[config.mk]
export PLATFORM = sky130hd
export DESIGN_NAME = sysreset_seq
export DESIGN_NICKNAME = d
export VERILOG_FILES = /design/src/rtl/sysrst_pkg.sv /design/src/rtl/sync_chain.sv /design/src/rtl/frame_scoreboard.sv /design/src/rtl/reset_ctrl.sv /design/src/rtl/sysreset_seq.sv
export SDC_FILE = /design/constraint.sdc
export NUM_CORES = 1
export LEC_CHECK = 0
export BUFFER_PORTS_ARGS = -buffer_cell sky130_fd_sc_hd__buf_2
export CAP_MARGIN = 20
export CORE_AREA = 2 2 39 41
export CTS_BUF_LIST = sky130_fd_sc_hd__clkbuf_2 sky130_fd_sc_hd__clkbuf_4 sky130_fd_sc_hd__clkbuf_8
export DETAILED_ROUTE_END_ITERATION = 12
export DIE_AREA = 0 0 41 43
export HOLD_SLACK_MARGIN = 0.12
export PLACE_DENSITY = 0.57
export SETUP_SLACK_MARGIN = 0.2
export SYNTH_ARGS = -nofsm -noshare
export SYNTH_HDL_FRONTEND = slang
export SYNTH_SLANG_ARGS = --single-unit
[constraint.sdc]
create_clock -name clk -period 1.8 [get_ports clk]
set_clock_uncertainty 0.1 [all_clocks]
set_input_delay 0.18 -clock clk [delete_from_list [all_inputs] [get_ports clk]]
set_output_delay 0.18 -clock clk [all_outputs]
set_load 0.01 [all_outputs]
[src/rtl/sysrst_pkg.sv]
package sysrst_pkg;
  localparam int unsigned DEF_NUM_FRAMES  = 4;
  localparam int unsigned DEF_SYNC_STAGES = 2;

  function automatic int unsigned id_width(input int unsigned n);
    return (n > 1) ? $clog2(n) : 1;
  endfunction
endpackage

[src/rtl/sync_chain.sv]
module sync_chain #(
  parameter int unsigned STAGES    = 2,
  parameter logic        RESET_VAL = 1'b0
) (
  input  logic clk,
  input  logic rst_n,
  input  logic d_async,
  output logic q_sync
);
  logic [STAGES-1:0] stage_q;

  generate
    for (genvar i = 0; i < STAGES; i++) begin : g_stage
      if (i == 0) begin : g_first
        always_ff @(posedge clk or negedge rst_n) begin
          if (!rst_n) stage_q[0] <= RESET_VAL;
          else        stage_q[0] <= d_async;
        end
      end else begin : g_next
        always_ff @(posedge clk or negedge rst_n) begin
          if (!rst_n) stage_q[i] <= RESET_VAL;
          else        stage_q[i] <= stage_q[i-1];
        end
      end
    end
  endgenerate

  assign q_sync = stage_q[STAGES-1];
endmodule

[src/rtl/frame_scoreboard.sv]
module frame_scoreboard #(
  parameter int unsigned NUM_FRAMES = 4,
  localparam int unsigned ID_W = sysrst_pkg::id_width(NUM_FRAMES)
) (
  input  logic                  clk,
  input  logic                  rst_n,
  input  logic                  ce_s,
  input  logic                  frame_valid,
  input  logic [ID_W-1:0]       frame_id,
  input  logic                  clear,
  output logic                  ce_fall,
  output logic                  set_full,
  output logic [NUM_FRAMES-1:0] sb
);
  logic                  ce_d_q;
  logic [NUM_FRAMES-1:0] sb_q, sb_d, hit, merged;

  assign ce_fall = ce_d_q & ~ce_s;

  always_comb begin
    hit = '0;
    if (ce_fall && frame_valid && (int'(frame_id) < NUM_FRAMES))
      hit[frame_id] = 1'b1;
    merged   = sb_q | hit;
    sb_d     = clear ? '0 : merged;
    set_full = ~clear & ce_fall & (&merged);
  end

  always_ff @(posedge clk or negedge rst_n) begin
    if (!rst_n) begin
      ce_d_q <= 1'b0;
      sb_q   <= '0;
    end else begin
      ce_d_q <= ce_s;
      sb_q   <= sb_d;
    end
  end

  assign sb = sb_q;
endmodule

[src/rtl/reset_ctrl.sv]
module reset_ctrl (
  input  logic clk,
  input  logic rst_n,
  input  logic pfail_pulse,
  input  logic set_full,
  input  logic ext_s,
  output logic por_pending,
  output logic rst_out
);
  logic pend_q, pend_d, rst_q, rst_d;

  always_comb begin
    pend_d = pend_q;
    if (pfail_pulse)   pend_d = 1'b1;
    else if (set_full) pend_d = 1'b0;
    rst_d = pend_d | ~ext_s;
  end

  always_ff @(posedge clk or negedge rst_n) begin
    if (!rst_n) begin
      pend_q <= 1'b1;
      rst_q  <= 1'b1;
    end else begin
      pend_q <= pend_d;
      rst_q  <= rst_d;
    end
  end

  assign por_pending = pend_q;
  assign rst_out     = rst_q;
endmodule

[src/rtl/sysreset_seq.sv]
module sysreset_seq #(
  parameter int unsigned NUM_FRAMES  = sysrst_pkg::DEF_NUM_FRAMES,
  parameter int unsigned SYNC_STAGES = sysrst_pkg::DEF_SYNC_STAGES,
  localparam int unsigned ID_W = sysrst_pkg::id_width(NUM_FRAMES)
) (
  input  logic            clk,
  input  logic            rst_n,
  input  logic            pfail_pulse,
  input  logic            ext_rst_n,
  input  logic            ce,
  input  logic [ID_W-1:0] frame_id,
  input  logic            frame_valid,
  output logic            sys_reset,
  output logic            disp_en,
  output logic            scan_en,
  output logic            key_clr
);
  logic                  ext_s, ce_s, ce_fall, set_full, por_pending, rst_int;
  logic [NUM_FRAMES-1:0] sb;

  sync_chain #(.STAGES(SYNC_STAGES), .RESET_VAL(1'b0)) u_sync_ext (
    .clk(clk), .rst_n(rst_n), .d_async(ext_rst_n), .q_sync(ext_s)
  );

  sync_chain #(.STAGES(SYNC_STAGES), .RESET_VAL(1'b0)) u_sync_ce (
    .clk(clk), .rst_n(rst_n), .d_async(ce), .q_sync(ce_s)
  );

  frame_scoreboard #(.NUM_FRAMES(NUM_FRAMES)) u_sb (
    .clk(clk), .rst_n(rst_n), .ce_s(ce_s), .frame_valid(frame_valid),
    .frame_id(frame_id), .clear(pfail_pulse), .ce_fall(ce_fall),
    .set_full(set_full), .sb(sb)
  );

  reset_ctrl u_ctrl (
    .clk(clk), .rst_n(rst_n), .pfail_pulse(pfail_pulse), .set_full(set_full),
    .ext_s(ext_s), .por_pending(por_pending), .rst_out(rst_int)
  );

  assign sys_reset = rst_int;
  assign key_clr   = rst_int;
  assign disp_en   = ~rst_int;
  assign scan_en   = ~rst_int;
endmodule

Yosys cells after proc, flatten, opt, wreduce, memory -nomap -nowiden
Index checks and enable logic that the tools add are counted.
{ "word_totals": {"out_inout_bits": 4, "regBits": 11, "inputBits": 8, "elab_cells": 28} }
{ "op_classes": {"magnitude_cmp": 2, "n_reduce_logical": 3, "bitwise": 9, "muxes": 6} }
{ "ops": {"columns": ["op", "n"], "rows": [
  ["4-bit two-way mux", 2],
  ["1-bit inverter", 4],
  ["4-bit OR", 1],
  ["4-bit AND reduction", 1],
  ["1-bit AND", 3],
  ["2-bit by 3-bit less-than comparator with 1-bit output, second input constant", 1],
  ["1-bit two-way mux", 3],
  ["1-bit demux with 2-bit select", 1],
  ["2-bit by 1-bit >= comparator with 1-bit output, second input constant", 1],
  ["1-bit logical AND", 2],
  ["1-bit OR", 1]
]} }

Depth between registers and ports, before layout
{ "depth": {"word_depth": 11, "mapped_depth": 4, "mapped_depth_nobuf": 4} }

Hierarchy
Synthesis repeated with hierarchy kept, for this count alone.
{ "hier_totals": {"hier_cells": 33, "area_unflattened_um2": 445.4} }
{ "modules_own_cells": {"columns": ["module", "cells_per_inst", "area_per_inst_um2", "instances", "seq_area_each_um2"], "rows": [
  ["frame_scoreboard", 21, 240.2, 1, 125.1],
  ["sync_chain", 2, 50.0, 2, 50.0],
  ["reset_ctrl", 5, 86.3, 1, 52.6],
  ["sysreset_seq", 3, 18.8, 1, 0.0]
]} }

Worst setup path after synthesis
No wires, ideal clock.
{ "synth_timing": {"kind": "register to register", "from": "reg u_sync_ce.stage_q[1] (netlist: u_sync_ce.q_sync)", "to": "reg u_ctrl.rst_q (netlist: u_ctrl.rst_out)", "arrival_ps": 1065, "setup_slack_ps": 548, "path_buffers": 0, "required_ps": 1613, "stages_incl_launch_ff": 5, "period_less_slack_ps": 1252, "setup_time_ps": 87, "cell_sequence": "dfrtp_1 -> and4bb_1 -> a21oi_1 -> o31ai_2 -> nand3b_1"} }
{ "synth_via": {"elab_chain_len": 10, "word_cells_on_any_way": 11, "classes_between": "3 x mux; 6 x bitwise; 2 x reduce/logical"} }
{ "synth_rtl": {"columns": ["element", "line", "text"], "rows": [
  ["start, declared", "sync_chain.sv:10", "logic [STAGES-1:0] stage_q;"],
  ["start signal, assigned by index", "sync_chain.sv:22", "else stage_q[i] <= stage_q[i-1];"],
  ["1-bit inverter (*)", "frame_scoreboard.sv:18", "assign ce_fall = ce_d_q & ~ce_s;"],
  ["1-bit AND (*)", "frame_scoreboard.sv:18", null],
  ["1-bit logical AND", "frame_scoreboard.sv:22", "if (ce_fall && frame_valid && (int'(frame_id) < NUM_FRAMES))"],
  ["4-bit two-way mux", "frame_scoreboard.sv:22", null],
  ["4-bit OR", "frame_scoreboard.sv:24", "merged = sb_q | hit;"],
  ["4-bit AND reduction", "frame_scoreboard.sv:26", "set_full = ~clear & ce_fall & (&merged);"],
  ["1-bit AND (*)", "frame_scoreboard.sv:26", null],
  ["1-bit two-way mux (*)", "reset_ctrl.sv:15", "else if (set_full) pend_d = 1'b0;"],
  ["1-bit two-way mux (*)", "reset_ctrl.sv:14", "if (pfail_pulse) pend_d = 1'b1;"],
  ["1-bit OR (*)", "reset_ctrl.sv:16", "rst_d = pend_d | ~ext_s;"],
  ["net u_ctrl.rst_d", "reset_ctrl.sv:10", "logic pend_q, pend_d, rst_q, rst_d;"],
  ["end signal, assigned", "reset_ctrl.sv:25", "rst_q <= rst_d;"],
  ["end, declared", "reset_ctrl.sv:10", null]
]} }
Mark *: on every way through the listed nets, which the timed path passes. The rest lies on a longest branch.

Worst setup path in the final report
Ends and elaborated chain as after synthesis.

==> reports/metrics.csv <==
stage;metric;value;unit
run_status;status;complete, no violations;
detailed_routing;wl;653;um
timing;slew_headroom;83.4;%
placement;place.gp.congestion;0.627;
clock_tree;cts_buffers;3;
finish;diodes;0;
detailed_routing;vias;278;
run;drv_cap;0;
critical_path;cp-startpoint;u_sync_ce.q_sync;
detailed_routing;viasPerCell;4.34;
die;core;1380;um^2
clock_tree;clkLatencyLatePin;0.26;ns
synth;synthTopCellsByArea;dfrtp_1, dfstp_2, a21oi_1, buf_4, nor2_1;
finish;fillerInstances;139;
placement;place_inst;56;
power_and_ir_drop;max-vdd-ir-drop;0.427;mV
worst_hold_path;hold_start;frame_id[1];
clock_tree;clock-root-buffer;clkbuf_4;
timing;whs;0.146;ns
critical_path;worstSetupPathType;flop to flop;
timing;final-max-slew-violation-count;0;
die;io_pins;12;
finish;drive_gt1_share;41.7;%
finish;utilization;38.9;%
power_and_ir_drop;pwr-share-comb;6.6;%
clock_tree;cts_buffer_depth;2;
clock_tree;cts.htree.levels;1;
critical_path;crit_fanout;3;
clock_tree;clock-sinks;11;
timing;fin_crit;1.32;ns
global_route;grt_pass1_wl;1100;um
global_route;grt_usage;9.96;%
synth;synth.yosys.seq_area_share;68.1;%
power_and_ir_drop;leakagePower;0.269;nW
synth;synthesis.instances;31;
power_and_ir_drop;pwr-share-seq;55.2;%
finish;syn_to_final_growth;31.9;%
die;initial_utilization;29.5;%
critical_path;r2r-start;u_sync_ce.q_sync;
die;die_x;41;um
finish;fin_nets;57;
placement;portBuffers;11;
detailed_routing;drtPass1Iterations;2;
finish;final_cells;64;
synth;syn-num-nets;39;
critical_path;cp-end-kind;flop;
power_and_ir_drop;clkPwrFrac;38.2;%
power_and_ir_drop;p_switching;0.0000945;W
global_route;gr-total-overflow;0;
synth;netlist_area;408;um^2
critical_path;required;1.89;ns
clock_tree;cts-resized-gates;0;
detailed_routing;wl_per_cell;10.2;um
timing;max_freq;0.757;GHz
global_route;grt_pass1_vias;284;
global_route;grt_max_degree;12;
synth;yosysTopAreaCellShare;55.2;%
detailed_routing;drtAntennaViolNets;0;
timing;hold_violations;0;
power_and_ir_drop;p_int;0.000372;W
synth;synth_top_cell_by_area;dfrtp_1;
critical_path;cp-start-kind;flop;
timing;grt_setup_unrepaired;no;
placement;dp_hpwl;467;um
die;dieArea;1760;um^2
detailed_routing;first_iter_violations;2;
timing;tightest_slew;0.248;ns
synth;postSynthAreaPerCell;13.2;um^2
timing;setup_viol;0;
power_and_ir_drop;p_sw_share;20.3;%
timing;period_share;73.4;%
synth;synth_warnings;0;
power_and_ir_drop;p_per_area;867;nW/um^2
timing;fin_setup_tns;0;ns
critical_path;critPathArrivalTime;1.41;ns
die;dieHeight;43;um
synth;synth_cell_type_count;14;
worst_hold_path;hp-class;primary input to flop;
synth;synth_seq_cells;11;
clock_tree;clk_pin_slew;0.07;ns
detailed_routing;drcViolationCount;0;
global_route;antenna_found_initial;0;
clock_tree;cts_tree;done;
die;rows;14;
## path summary, 6_finish.rpt
path / slack [ns] / endpoint / cells past startpoint
min in group asynchronous: 0.21 / u_sync_ext.stage_q[0] / 2
setup / recovery: 0.48 / u_ctrl.rst_out / 4
hold / removal: 0.15 / u_sb.sb[2] / 3
max in group asynchronous: 1.13 / u_ctrl.rst_out / 2
hold reg to reg: 0.25 / u_sync_ext.q_sync / 0
setup reg to reg: 0.48 / u_ctrl.rst_out / 4
## critical path, cell delays in order, from the launching register on
cell	delay, ns
dfrtp_1	0.38
and4bb_1	0.29
a21oi_1	0.10
o31ai_2	0.27
nand3b_1	0.11
## routing by layer
metal | up-vias | track usage, % | routed length (um)
li1 | 138 | - | -
met4 | 0 | 10.0 | 10
met1 | 127 | 11.0 | 306
met5 | - | 0 | 0
met3 | 2 | 3.14 | 46
met2 | 11 | 13.8 | 289
## power groups by stage
stage	sequential, W	combinational (W)	clock [W]
2_1_floorplan	0.000261	0.00000886	0
3_5_place_dp	0.000262	0.0000248	0
5_1_grt	0.000258	0.0000352	0.000195
4_1_cts	0.000257	0.0000314	0.000187
6_report	0.000257	0.0000309	0.000178
3_3_place_gp	0.000262	0.0000241	0
## timing repair
| item | 4_1_cts | 5_1_grt |
|---|---|---|
| buffers inserted | 0 | 0 |
| hold endpoints to repair | 19 | 0 |
| setup endpoints to repair | 0 | 0 |
| hold buffers | 4 | 0 |
## Yosys cell counts
cell type	count
and3_2	1
a21oi_1	4
nand2b_1	1
o31ai_2	1
and4bb_1	1
and2b_2	1
inv_1	2
dfstp_2	2
and3b_1	1
nor2_1	4
nand3b_1	1
o221ai_1	1
buf_4	2
dfrtp_1	9
## through the flow
step                      setup slack, ns  instance area [um^2]  power, W
after global routing                0.376                   538  0.000489
after floorplan                     0.548                   408  0.000270
after detailed placement            0.490                   468  0.000287
final                               0.479                   538  0.000466
after CTS                           0.476                   538  0.000476
after global placement              0.517                   468  0.000286
## state kept, by name (all words and copies together) (netlist names)
name,count
u_sync_ce.q_sync,1
u_ctrl.por_pending,1
u_sync_ce.stage_q,1
u_sb.ce_d_q,1
u_sb.sb,4
u_sync_ext.stage_q,1
u_sync_ext.q_sync,1
u_ctrl.rst_out,1
## cells in the final DEF, fill, tap and decap left out
cell type,synthesis,final
a21oi_1,4,4
and2b_2,1,1
and3_2,1,1
and3b_1,1,1
and4bb_1,1,1
buf_2,0,11
clkbuf_4,0,4
dfrtp_1,9,9
dfstp_2,2,2
dlygate4sd3_1,0,4
inv_1,2,2
nand2b_1,1,1
nand3b_1,1,1
nor2_1,4,4
o221ai_1,1,1
o31ai_2,1,1
## cell families (layout without fill, tap and decap cells)
group / count (synthesis) / after routing / share of synthesized area [%]
buffers and inverters: 4 / 21 / 5.52
DFF: 11 / 11 / 68.1
and+or+nand+nor: 10 / 10 / 16.3
AOI/OAI and AO/OA: 6 / 6 / 10.1
## cell type report
type	instances	area [um^2]	area share, %
clock buffers	4	30.0	5.58
well taps	16	20.0	3.72
flip-flops and latches	11	278	51.6
repair buffers	15	95.1	17.7
multi-input cells	16	108	20.0
inverters	2	7.51	1.40
Note: power is estimated with default switching activity, not from simulation.
